===== src/rtl/vend_pkg.sv =====
package vend_pkg;

    typedef enum logic [1:0] {
        COIN_NONE    = 2'd0,
        COIN_NICKEL  = 2'd1,
        COIN_DIME    = 2'd2,
        COIN_QUARTER = 2'd3
    } coin_kind_e;

    localparam int NICKEL_UNITS  = 1;
    localparam int DIME_UNITS    = 2;
    localparam int QUARTER_UNITS = 5;
    localparam int UNIT_W        = $clog2(QUARTER_UNITS + 1);

    typedef struct packed {
        logic       valid;
        coin_kind_e kind;
    } coin_evt_t;

    function automatic logic [UNIT_W-1:0] coin_units(input coin_kind_e k);
        case (k)
            COIN_NICKEL:  coin_units = UNIT_W'(NICKEL_UNITS);
            COIN_DIME:    coin_units = UNIT_W'(DIME_UNITS);
            COIN_QUARTER: coin_units = UNIT_W'(QUARTER_UNITS);
            default:      coin_units = '0;
        endcase
    endfunction

endpackage


===== src/rtl/vend_coin_decode.sv =====
module vend_coin_decode
    import vend_pkg::*;
(
    input  logic      nickel,
    input  logic      dime,
    input  logic      quarter,
    output coin_evt_t evt
);
    logic [1:0] strobe_cnt;

    always_comb begin
        strobe_cnt = 2'(nickel) + 2'(dime) + 2'(quarter);
        evt.valid  = (strobe_cnt == 2'd1);
        if (!evt.valid)   evt.kind = COIN_NONE;
        else if (nickel)  evt.kind = COIN_NICKEL;
        else if (dime)    evt.kind = COIN_DIME;
        else              evt.kind = COIN_QUARTER;
    end
endmodule


===== src/rtl/vend_step_logic.sv =====
module vend_step_logic
    import vend_pkg::*;
#(
    parameter int PRICE_UNITS = 4,
    parameter int CRED_W      = 2,
    parameter int CHG_W       = 3
) (
    input  logic [CRED_W-1:0] credit_q,
    input  coin_evt_t         evt,
    output logic [CRED_W-1:0] credit_d,
    output logic              vend,
    output logic [CHG_W-1:0]  change
);
    localparam int SUM_W = $clog2(PRICE_UNITS + QUARTER_UNITS);

    logic [SUM_W-1:0] total;
    logic             reached;

    always_comb begin
        total   = SUM_W'(credit_q) + SUM_W'(coin_units(evt.kind));
        reached = total >= SUM_W'(PRICE_UNITS);
        if (!evt.valid) begin
            credit_d = credit_q;
            vend     = 1'b0;
            change   = '0;
        end else if (reached) begin
            credit_d = '0;
            vend     = 1'b1;
            change   = CHG_W'(total - SUM_W'(PRICE_UNITS));
        end else begin
            credit_d = CRED_W'(total);
            vend     = 1'b0;
            change   = '0;
        end
    end
endmodule


===== src/rtl/coin_vend_ctrl.sv =====
module coin_vend_ctrl
    import vend_pkg::*;
#(
    parameter int PRICE_UNITS = 4
) (
    input  logic clk,
    input  logic rst,
    input  logic coin_nickel_i,
    input  logic coin_dime_i,
    input  logic coin_quarter_i,
    output logic vend_o,
    output logic [$clog2(QUARTER_UNITS)-1:0] change_o
);
    localparam int CRED_W = $clog2(PRICE_UNITS);
    localparam int CHG_W  = $clog2(QUARTER_UNITS);

    coin_evt_t         evt;
    logic [CRED_W-1:0] credit_q, credit_d;
    logic              vend_raw;
    logic [CHG_W-1:0]  change_raw;

    vend_coin_decode u_decode (
        .nickel  (coin_nickel_i),
        .dime    (coin_dime_i),
        .quarter (coin_quarter_i),
        .evt     (evt)
    );

    vend_step_logic #(
        .PRICE_UNITS (PRICE_UNITS),
        .CRED_W      (CRED_W),
        .CHG_W       (CHG_W)
    ) u_step (
        .credit_q (credit_q),
        .evt      (evt),
        .credit_d (credit_d),
        .vend     (vend_raw),
        .change   (change_raw)
    );

    always_ff @(posedge clk) begin
        if (rst) credit_q <= '0;
        else     credit_q <= credit_d;
    end

    assign vend_o   = vend_raw & ~rst;
    assign change_o = rst ? '0 : change_raw;

    logic [1:0] strobes_n;
    assign strobes_n = 2'(coin_nickel_i) + 2'(coin_dime_i) + 2'(coin_quarter_i);

    assert_vend_clears_R5: assert property (@(posedge clk) disable iff (rst)
        vend_o |=> (credit_q == '0));

    assert_change_needs_vend_R4: assert property (@(posedge clk) disable iff (rst)
        (change_o != '0) |-> vend_o);

    assert_change_range_R4: assert property (@(posedge clk) disable iff (rst)
        change_o <= CHG_W'(QUARTER_UNITS - 1));

    assert_bad_strobe_hold_R7: assert property (@(posedge clk) disable iff (rst)
        (strobes_n > 2'd1) |=> (credit_q == $past(credit_q)));

    assert_idle_hold_R8: assert property (@(posedge clk) disable iff (rst)
        (strobes_n == 2'd0) |=> (credit_q == $past(credit_q)));

    assert_no_event_no_vend_R7: assert property (@(posedge clk) disable iff (rst)
        (strobes_n != 2'd1) |-> (!vend_o && change_o == '0));

    assert_accumulate_R6: assert property (@(posedge clk) disable iff (rst)
        (strobes_n == 2'd1 && !vend_o) |=> (credit_q > $past(credit_q)));
endmodule


===== config.mk =====
export PLATFORM = sky130hd
export DESIGN_NAME = coin_vend_ctrl
export DESIGN_NICKNAME = d
export VERILOG_FILES = /design/src/rtl/vend_pkg.sv /design/src/rtl/vend_coin_decode.sv /design/src/rtl/vend_step_logic.sv /design/src/rtl/coin_vend_ctrl.sv
export SDC_FILE = /design/constraint.sdc
export NUM_CORES = 1
export LEC_CHECK = 0
export BUFFER_PORTS_ARGS = -buffer_cell sky130_fd_sc_hd__clkbuf_2
export CAP_MARGIN = 20
export CELL_PAD_IN_SITES_DETAIL_PLACEMENT = 1
export CELL_PAD_IN_SITES_GLOBAL_PLACEMENT = 2
export CORE_AREA = 5 5 42 44
export DETAILED_ROUTE_END_ITERATION = 10
export DIE_AREA = 0 0 47 49
export PLACE_DENSITY_LB_ADDON = 0.1
export SKIP_LAST_GASP = 1
export SYNTH_ARGS = -nofsm -noshare
export SYNTH_HDL_FRONTEND = slang
export SYNTH_SLANG_ARGS = --single-unit

===== constraint.sdc =====
create_clock -name clk -period 2.2 [get_ports clk]
set_input_delay 0.11 -clock clk [delete_from_list [all_inputs] [get_ports clk]]
set_output_delay 0.11 -clock clk [all_outputs]
set_load 0.02 [all_outputs]

==> impl_results.md, run 1 <==
- Post-DRT Antenna Nets: 0
- Max FO, Critical Path: 4
- Worst Hold Class: input pin to register
- Critical Path Most Common Cell: a21oi_2
- Synth Register Bits: 2
- H-tree depth: 1
- Hold-fix buffers at CTS: 0
- RR Startpoint: credit_q[0]
- Vias: 351
- Final Worst Setup Slack: -86.6 ps
- Clock sinks: 2
- Via-to-Cell Ratio: 4.56
- Regs by FF count: credit_q (2)
- Cell Area, Placed: 440 um^2
- Detailed Routing Iterations Pass 1: 1
- Cell family contributing the most delay on the critical path: adder cells
- Drt wl/cell: 13.1 um
- Largest net degree at the start of global routing: 6
- Layout cells sized above 1: 78.7%
- Crit path time final: ~2300 ps
- Max frequency: approximately 440 MHz
- Starting Density: 20.0%
- Failing checks: setup timing
- Synth-to-Final Area Change: 114%
- Critical path depth: 11
- Chip width: 47 um
- Critical Path Max Stage Delay: around 560 ps
- Final hold viol count: 0
- Clk_lat worst skew: around 220 ps
- Period utilization: 104%
- Power Total: 0.000209 W
- Drt total wl: just over 1000 um
- CTS tree: done
- MaxCap Viol Count: 0
- Commonest non-fill, non-tap cell in the layout: buf_4
- Core region area: 0.00140 mm^2
- Worst reg2reg setup slack: 590 ps
- Most frequent cells in the layout: buf_4 (21), inv_2 (3), a21oi_2 (3), clkbuf_4 (3), buf_6 (3)
- Die ar.: about 0.0023 mm^2
- Sw power: 0.0000563 W
- Combinational group share of total power: 43.0%
- Setup Total Neg Slack: -218 ps
- Post-synthesis average cell area: 9.34 um^2
- Register area share after synthesis: roughly 14%
- Max Buffers Root-to-Sink: 2
- Max Transition Viols Final: 0
- Data required time at the worst endpoint: 2090 ps
- Crit-path slowest cell: fa_1
- Diode count: 0
- Critical setup path kind: input pin to primary output
- Setup Viol. Count Final: 4
- NumNets Final: 72
- Core Util, Final: a little over two fifths
- Hold EP: credit_q[0]
- Max reg flops: 2
- Reg-to-reg critical path endpoint: credit_q[1]
- I/O Buffers: 8
- Drc violations: 0
- Gpl congestion: about 0.73
- IO Count: 9
- CTS root buf: clkbuf_4
- Slew headroom: 86.2%
- Syn Nets: 39
- CP Buf/Inv Count: 3
- Register share of total power: 18.7%
- PD cells: around 350 mW/mm^2
- GRT overflow: 0
- Setup Skew: 4.59 ps
- Yosys warns: 0
- Critical Path AT: approximately 2200 ps
- Peak supply drop: 271 uV
- Critical Path Source Type: input pin
- Switch share: around 27%
- Initial antenna violation count: 0
- GRT Resource Usage Total: between 10% and 20%
- Clock share of power: 38.3%
- Status: finished, violations left
- Finished Cell Area: 599 um^2
- Crit end category: primary output
- Iter 0 DRT Violations: 0
- Cts bufs inserted: 3
- Worst slew pin tran: 206 ps
- Num rows: 14
- Synth cell types: 18
- Biggest register: credit_q
- First-pass GRT wire length: about 1700 um
- Synthesized area: 280 um^2
- Vias in the first global route: 379
- Pleak: 0.296 nW
- Hold path start: rst
- Dpl hpwl: 695 um
- Die Ht: around 49 um
- Clk pin slew, worst setup/hold paths: roughly 30 ps
- Worst path cell trace: buf_6, inv_2, fa_1, nand2b_4, a21oi_2, ha_2, fa_2, nor3b_4, a21oi_2, and3_4, clkbuf_8
- Cells after Synth: 30
- RSZ-0062 raised after global routing: yes
- Cell count of the worst reg-to-reg path: 5
- Int Power: approximately 0.00015 W
- Hold depth: 4
-- what timing repair did --
action	CTS	global route
pin swaps	3	1
setup endpoints to repair	4	5
setup buffers	6	2
gates resized for setup	15	7
-- kinds of logic after synthesis --
logic type,Yosys count,share of synthesized area (%)
AO/OA/AOI/OAI,6,17.9
AND/OR/NAND/NOR,14,39.3
flip-flops,2,14.3
adder cells (fa/ha/maj),4,23.2
buffers and inverters,4,5.36
-- through the flow --
stage	hold WS [ps]	instances	setup WS [ps]
floorplan	273	30	52.5
global placement	491	66	-197
detailed placement	489	66	-230
CTS	256	75	-96.2
global route	278	77	-191
finish	265	77	-86.6
-- tightest hold or removal path, cell delays in order --
cell and delay, ps:
clkbuf_2 120, inv_1 80, a32oi_1 90, nand2_1 50
-- power by group through the flow --
| stage | logic, W | clock network [W] | registers, W |
|---|---|---|---|
| after floorplan | 0.0000277 | 0 | 0.0000389 |
| after global placement | 0.0000609 | 0 | 0.0000392 |
| after detailed placement | 0.0000617 | 0 | 0.0000393 |
| after CTS | 0.0000810 | 0.0000853 | 0.0000389 |
| after global routing | 0.0000968 | 0.0000935 | 0.0000389 |
| final | 0.0000898 | 0.0000800 | 0.0000389 |
-- how the worst max path moves through the flow --
stage	start	endpoint	slack (ps)
finish	coin_quarter_i	change_o[1]	-90
global route	coin_quarter_i	change_o[1]	-190
CTS	coin_quarter_i	change_o[1]	-100
detailed placement	coin_nickel_i	change_o[1]	-230
global placement	coin_nickel_i	change_o[0]	-200
floorplan	coin_nickel_i	change_o[0]	50
-- per-layer routing --
layer / track usage [%] / wire, um
met4: 5.53 / 0
met2: 16.3 / 557
met1: 11.9 / 419
met5: 0 / 0
met3: 2.21 / 33
-- cell usage after synthesis --
| cell | n | area [um^2] |
|---|---|---|
| and3_1 | 2 | 12.5 |
| and2_1 | 1 | 6.26 |
| nor3_1 | 1 | 5.00 |
| inv_1 | 4 | 15.0 |
| dfxtp_1 | 2 | 40.0 |
| a21oi_2 | 2 | 17.5 |
| a21oi_1 | 1 | 5.00 |
| nand3_1 | 2 | 10.0 |
| nor2_1 | 1 | 3.75 |
| o21ba_1 | 1 | 10.0 |
| nand2_1 | 2 | 7.51 |
| nand2b_1 | 1 | 6.26 |
| fa_1 | 2 | 40.0 |
| ha_1 | 2 | 25.0 |
| nor4b_2 | 1 | 15.0 |
| nor3b_4 | 1 | 18.8 |
| a32oi_1 | 2 | 17.5 |
| and4bb_2 | 2 | 25.0 |
-- final cells by class --
type                            count  area (um^2)
Multi-Input combinational cell     24          263
Inverter                            4         15.0
Fill cell                         168          802
Tap cell                           16         20.0
Clock buffer                        3         22.5
Sequential cell                     2         40.0
Timing Repair Buffer               28          239
(Power assumes the default switching activity.)
==> inputs of run 2 (changes only) <==
Settings changed: BUFFER_PORTS_ARGS -buffer_cell sky130_fd_sc_hd__clkbuf_2 to default, DONT_BUFFER_PORTS from default to 1.
==> run 2 against run 1 <==
  * The flow now finishes without violations
  * Utilization shrank 11 points
  * Power down 16%
  * Clock skew shrank 2.8 ps
  * Sequential share of layout area up 2.4 points
  * First-iteration DRC count stayed put
  * Sequential cell count unchanged
  * Register-to-register slack better by 40 ps
  * Sequential power hardly changed
  * Largest cell class unchanged
  * Highest routed layer unchanged
==> impl_results.md, run 2 (same netlist as run 1, synthesis figures left out) <==
- CTS root buf: clkbuf_4
- Max Buffers Root-to-Sink: 2 (unchanged)
- GRT overflow: 0 (unchanged)
- Largest net degree at the start of global routing: 6 (unchanged)
- Period utilization: 96.6% (-7.3 points)
- Die ar.: 0.00230 mm^2 (unchanged)
- I/O Buffers: 0 (-8)
- Commonest non-fill, non-tap cell in the layout: buf_4
- Hold slack: 109 ps (-156 ps)
- NumNets Final: 56 (-22%)
- PD cells: 397 mW/mm^2 (+14%)
- First-pass GRT wire length: 1410 um (-17%)
- Post-DRT Antenna Nets: 0 (unchanged)
- Die Ht: 49 um (unchanged)
- Cts bufs inserted: 3 (unchanged)
- Status: completed
- Num rows: 14 (unchanged)
- Critical Path AT: 2020 ps (-160 ps)
- GRT Resource Usage Total: 8.66% (-1.5 points)
- Clk pin slew, worst setup/hold paths: 30 ps (about the same)
- Synth-to-Final Area Change: 57.1%
- Dpl hpwl: 673 um (-3.2%)
- Clock sinks: 2 (unchanged)
- Fill count: 171 (+1.8%)
- IO Count: 9 (unchanged)
- Detailed Routing Iterations Pass 1: 1 (unchanged)
- Drt total wl: 815 um (-19%)
- Placed cells: 56 (-15%)
- Gpl congestion: 0.785 (+8.0%)
- Sequential Area: 40.0 um^2 (unchanged)
- Data required time at the worst endpoint: 2090 ps (about the same)
- Setup Viol. Count Final: 0 (-4)
- Multi-input logic area: 253 um^2 (-3.8%)
- Setup Skew: 1.83 ps (-2.76 ps)
- Max FO, Critical Path: 3 (-1)
- Critical setup path kind: input pin to primary output
- Setup Total Neg Slack: 0 ps (+218 ps)
- Drt wl/cell: 13.4 um (+1.9%)
- Max Transition Viols Final: 0 (unchanged)
- Max reg flops: 2 (unchanged)
- Initial antenna violation count: 0 (unchanged)
- Chip width: 47 um (unchanged)
- Most frequent cells in the layout: buf_4 (12), inv_2 (3), a21oi_2 (3), clkbuf_4 (3)
- Layout cells sized above 1: 71.1% (-7.6 points)
- H-tree depth: 1 (unchanged)
- Via-to-Cell Ratio: 4.66 (+2.1%)
- Starting Density: 20.0% (unchanged)
- Max frequency: 470 MHz (+7.6%)
- Worst slew pin tran: 226 ps (+20.4 ps)
- CTS tree: done
- Final hold viol count: 0 (unchanged)
- Slew headroom: 84.9% (-1.3 points)
- Biggest register: credit_q
- Iter 0 DRT Violations: 0 (unchanged)
- Core region area: 0.00140 mm^2 (unchanged)
- Critical Path Source Type: input pin
- Peak supply drop: 181 uV (-33%)
- Vias in the first global route: 353 (-6.9%)
- Crit end category: primary output
- Non-Filler Instances: 61 (-21%)
- Vias: 284 (-19%)
- Diode count: 0 (unchanged)
- Clk_lat worst skew: 220 ps (about the same)
- Pleak: 0.205 nW (-31%)
- Regs by FF count: credit_q (2)
- MaxCap Viol Count: 0 (unchanged)
- Drc violations: 0 (unchanged)
- Crit path time final: 2130 ps (-161 ps)
- Worst Hold Class: input pin to register
[run 2: cell count changes in the layout (fill, tap and decap cells not counted), sizes merged]
cell,before,now
clkbuf,6,3
buf,25,12
[run 2: report_power, final]
group / switching (W) / total [W] / internal (W)
combinational: 0.0000239 / 0.0000545 / 0.0000306
sequential: 0.000000931 / 0.0000387 / 0.0000378
clock: 0.0000215 / 0.0000818 / 0.0000603
[run 2: timing repair]
item                                    4_1_cts  5_1_grt
cloned                                        0        0
hold buffers                                  0        0
pin swaps                                     3        5
buffers inserted                              0        2
endpoints found under the setup margin        3        4
gates resized for setup                       5        5
endpoints found under the hold margin         0        0
[run 2: area by class of cell]
cell class | instances | share of cell area (%)
clock buffer | 3 | 5.11
inverter | 4 | 3.41
multi-input combinational | 24 | 57.4
sequential | 2 | 9.09
tap | 16 | 4.55
timing repair buffer | 12 | 20.5
[run 2: final timing paths]
check,start,end,slack [ps],depth (start not counted)
worst max-delay path,coin_quarter_i,change_o[0],70,9
worst min-delay path,rst,credit_q[0],110,3
worst min register to register,credit_q[0],credit_q[0],500,2
worst max register to register,credit_q[0],credit_q[1],630,5
[run 2: critical path, stage by stage]
cell	delay, ps
inv_2	20
fa_1	560
nand2b_4	150
a21oi_2	40
ha_2	190
fa_2	360
nor3b_4	170
a21oi_2	170
and3_4	240
[run 2: per-layer routing]
| layer | vias up | wire length, um | track usage, % |
|---|---|---|---|
| met1 | 137 | 357 | 9.65 |
| met5 | - | 0 | 0 |
| met4 | 0 | 0 | 6.91 |
| li1 | 143 | - | - |
| met2 | 4 | 425 | 13.8 |
| met3 | 0 | 32 | 1.11 |
[run 2: through the flow]
stage,util [%],power [W],instance area [um^2],setup slack [ps]
floorplan,-,0.0000667,290,52.5
global placement,27.5,0.0000860,385,-40.5
detailed placement,27.5,0.0000863,385,-31.1
CTS,29.9,0.000177,419,2.88
global route,31.4,0.000189,440,-3.99
finish,31.4,0.000175,440,74.0
==> inputs of run 3 (changes only) <==
Settings changed: CELL_PAD_IN_SITES_DETAIL_PLACEMENT 1 to 0, CELL_PAD_IN_SITES_GLOBAL_PLACEMENT 2 to 1.
==> run 3 against run 2 <==
  * Maximum frequency is 0.99% lower
  * Critical endpoint unchanged
  * Count of clock-buffer cells in the layout is the same
  * Worst hold slack got worse by 35 ps
  * Final area increased by 2.0%
  * Combinational power grew 9.0%
==> impl_results.md, run 3 (same netlist as run 1, synthesis figures left out) <==
- Status: completed
- Setup Viol. Count Final: 0 (unchanged)
- Setup Skew: 0.216 ps (-1.62 ps)
- Num rows: 14 (unchanged)
- Critical setup path kind: input pin to primary output
- Hold-fix buffers at CTS: 0 (unchanged)
- Worst path cell trace: inv_2, fa_1, nand2b_4, a21oi_2, ha_2, fa_2, nor3b_4, a21oi_2, and3_4
- Pleak: 0.211 nW (+3.2%)
- Critical Path Max Stage Delay: 570 ps (about the same)
- CTS root buf: clkbuf_4
- Detailed Routing Iterations Pass 1: 4 (+3)
- Max Transition Viols Final: 0 (unchanged)
- Die ar.: 0.00230 mm^2 (unchanged)
- Cts bufs inserted: 3 (unchanged)
- PD cells: 392 mW/mm^2 (-1.4%)
- Cell Area, Placed: 378 um^2 (-1.9%)
- Clk_lat worst skew: 220 ps (about the same)
- Clock sinks: 2 (unchanged)
- Worst Hold Class: input pin to register
- Post-DRT Antenna Nets: 0 (unchanged)
- Worst slew pin tran: 256 ps (+29.5 ps)
- Gpl congestion: 0.734 (-6.4%)
- Commonest non-fill, non-tap cell in the layout: buf_4
- IO Count: 9 (unchanged)
- First-pass GRT wire length: 1210 um (-14%)
- GRT Resource Usage Total: 7.82% (-0.84 points)
- Max reg flops: 2 (unchanged)
- Critical Path Source Type: input pin
- Core region area: 0.00140 mm^2 (unchanged)
- Crit end category: primary output
- Die Ht: 49 um (unchanged)
- Hold slack: 73.9 ps (-34.6 ps)
- Drc violations: 0 (unchanged)
- MaxCap Viol Count: 0 (unchanged)
- CP Buf/Inv Count: 1 (unchanged)
- Final Worst Setup Slack: 52.7 ps (-21.3 ps)
- Slew headroom: 82.9% (-2.0 points)
- H-tree depth: 1 (unchanged)
- Critical Path Most Common Cell: a21oi_2
- Layout cells sized above 1: 71.1% (unchanged)
- Final hold viol count: 0 (unchanged)
- Clk pin slew, worst setup/hold paths: 30 ps (about the same)
- Chip width: 47 um (unchanged)
- I/O Buffers: 0 (unchanged)
- Worst reg2reg setup slack: 620 ps (about the same)
- Diode count: 0 (unchanged)
- CTS tree: done
- Synth-to-Final Area Change: 60.3%
- Critical Path AT: 2040 ps (+20 ps)
- NumNets Final: 56 (unchanged)
- Finished Cell Area: 449 um^2 (+2.0%)
- Biggest register: credit_q
- Most frequent cells in the layout: buf_4 (12), inv_2 (3), a21oi_2 (3), clkbuf_4 (3)
- Crit-path slowest cell: fa_1
- GRT overflow: 0 (unchanged)
- Peak supply drop: 247 uV (+37%)
- Dpl hpwl: 621 um (-7.7%)
- Initial antenna violation count: 0 (unchanged)
- Vias in the first global route: 275 (-22%)
- Data required time at the worst endpoint: 2090 ps (about the same)
- Placed cells: 55 (-1.8%)
- Iter 0 DRT Violations: 10 (+10)
- Placement Setup Slack: -30.7 ps (+0.351 ps)
- Starting Density: 20.0% (unchanged)
- Max frequency: 466 MHz (-0.99%)
- Max Buffers Root-to-Sink: 2 (unchanged)
- Crit path time final: 2150 ps (+21.3 ps)
- Period utilization: 97.6% (+0.97 points)
- Regs by FF count: credit_q (2)
- Via-to-Cell Ratio: 4.98 (+7.0%)
- Largest net degree at the start of global routing: 6 (unchanged)
- Cell family contributing the most delay on the critical path: adder cells
- Drt total wl: 784 um (-3.8%)
- Drt wl/cell: 12.9 um (-3.8%)
- Vias: 304 (+7.0%)
- Non-Filler Instances: 61 (unchanged)
- Max FO, Critical Path: 4 (+1)
run 3: worst reg2reg max path, cell delays in order, from the launching register on:
cell and delay [ps]:
dfxtp_1 330, ha_2 200, fa_2 450, and4bb_2 250, a32oi_1 170, nand2_1 70
run 3: area by class of cell:
type	instances	area, um^2
fill	153	952
multi-input combinational	24	262
timing repair buffer	12	90.1
sequential	2	40.0
clock buffer	3	22.5
tap	16	20.0
inverter	4	15.0
run 3: final timing paths:
path / cells after the start / from / to
setup reg to reg: 5 / credit_q[0] / credit_q[1]
hold / removal: 3 / coin_nickel_i / credit_q[1]
hold reg to reg: 2 / credit_q[0] / credit_q[0]
setup / recovery: 9 / coin_quarter_i / change_o[0]
run 3: power breakdown:
part	leakage, nW	internal (W)	switching (W)
logic	0.181	0.0000334	0.0000260
clock network	0.0138	0.0000599	0.0000178
registers	0.0162	0.0000378	0.00000101
run 3: per-stage QoR:
| stage | TNS (ps) | power [W] | util (%) |
|---|---|---|---|
| final | 0 | 0.000176 | 32.1 |
| after global routing | -22.8 | 0.000198 | 32.1 |
| after CTS | 0 | 0.000172 | 29.4 |
| after detailed placement | -82.0 | 0.0000860 | 27.0 |
| after global placement | -51.0 | 0.0000856 | 27.0 |
| after floorplan | 0 | 0.0000667 | - |
run 3: per-layer routing:
layer  wire length (um)  GRT usage [%]  part of all wire [%]  vias up
li1                   -              -                     -      142
met1                309           8.13                    39      146
met2                400           10.4                    51       12
met3                 56           4.80                   7.1        4
met4                 17           6.91                   2.2        0
met5                  0              0                     0        -
run 3: repair_timing:
| action | 4_1_cts | 5_1_grt |
|---|---|---|
| gates resized for setup | 5 | 6 |
| buffers inserted | 0 | 3 |
| endpoints found under the setup margin | 3 | 4 |
| pin swaps | 3 | 3 |
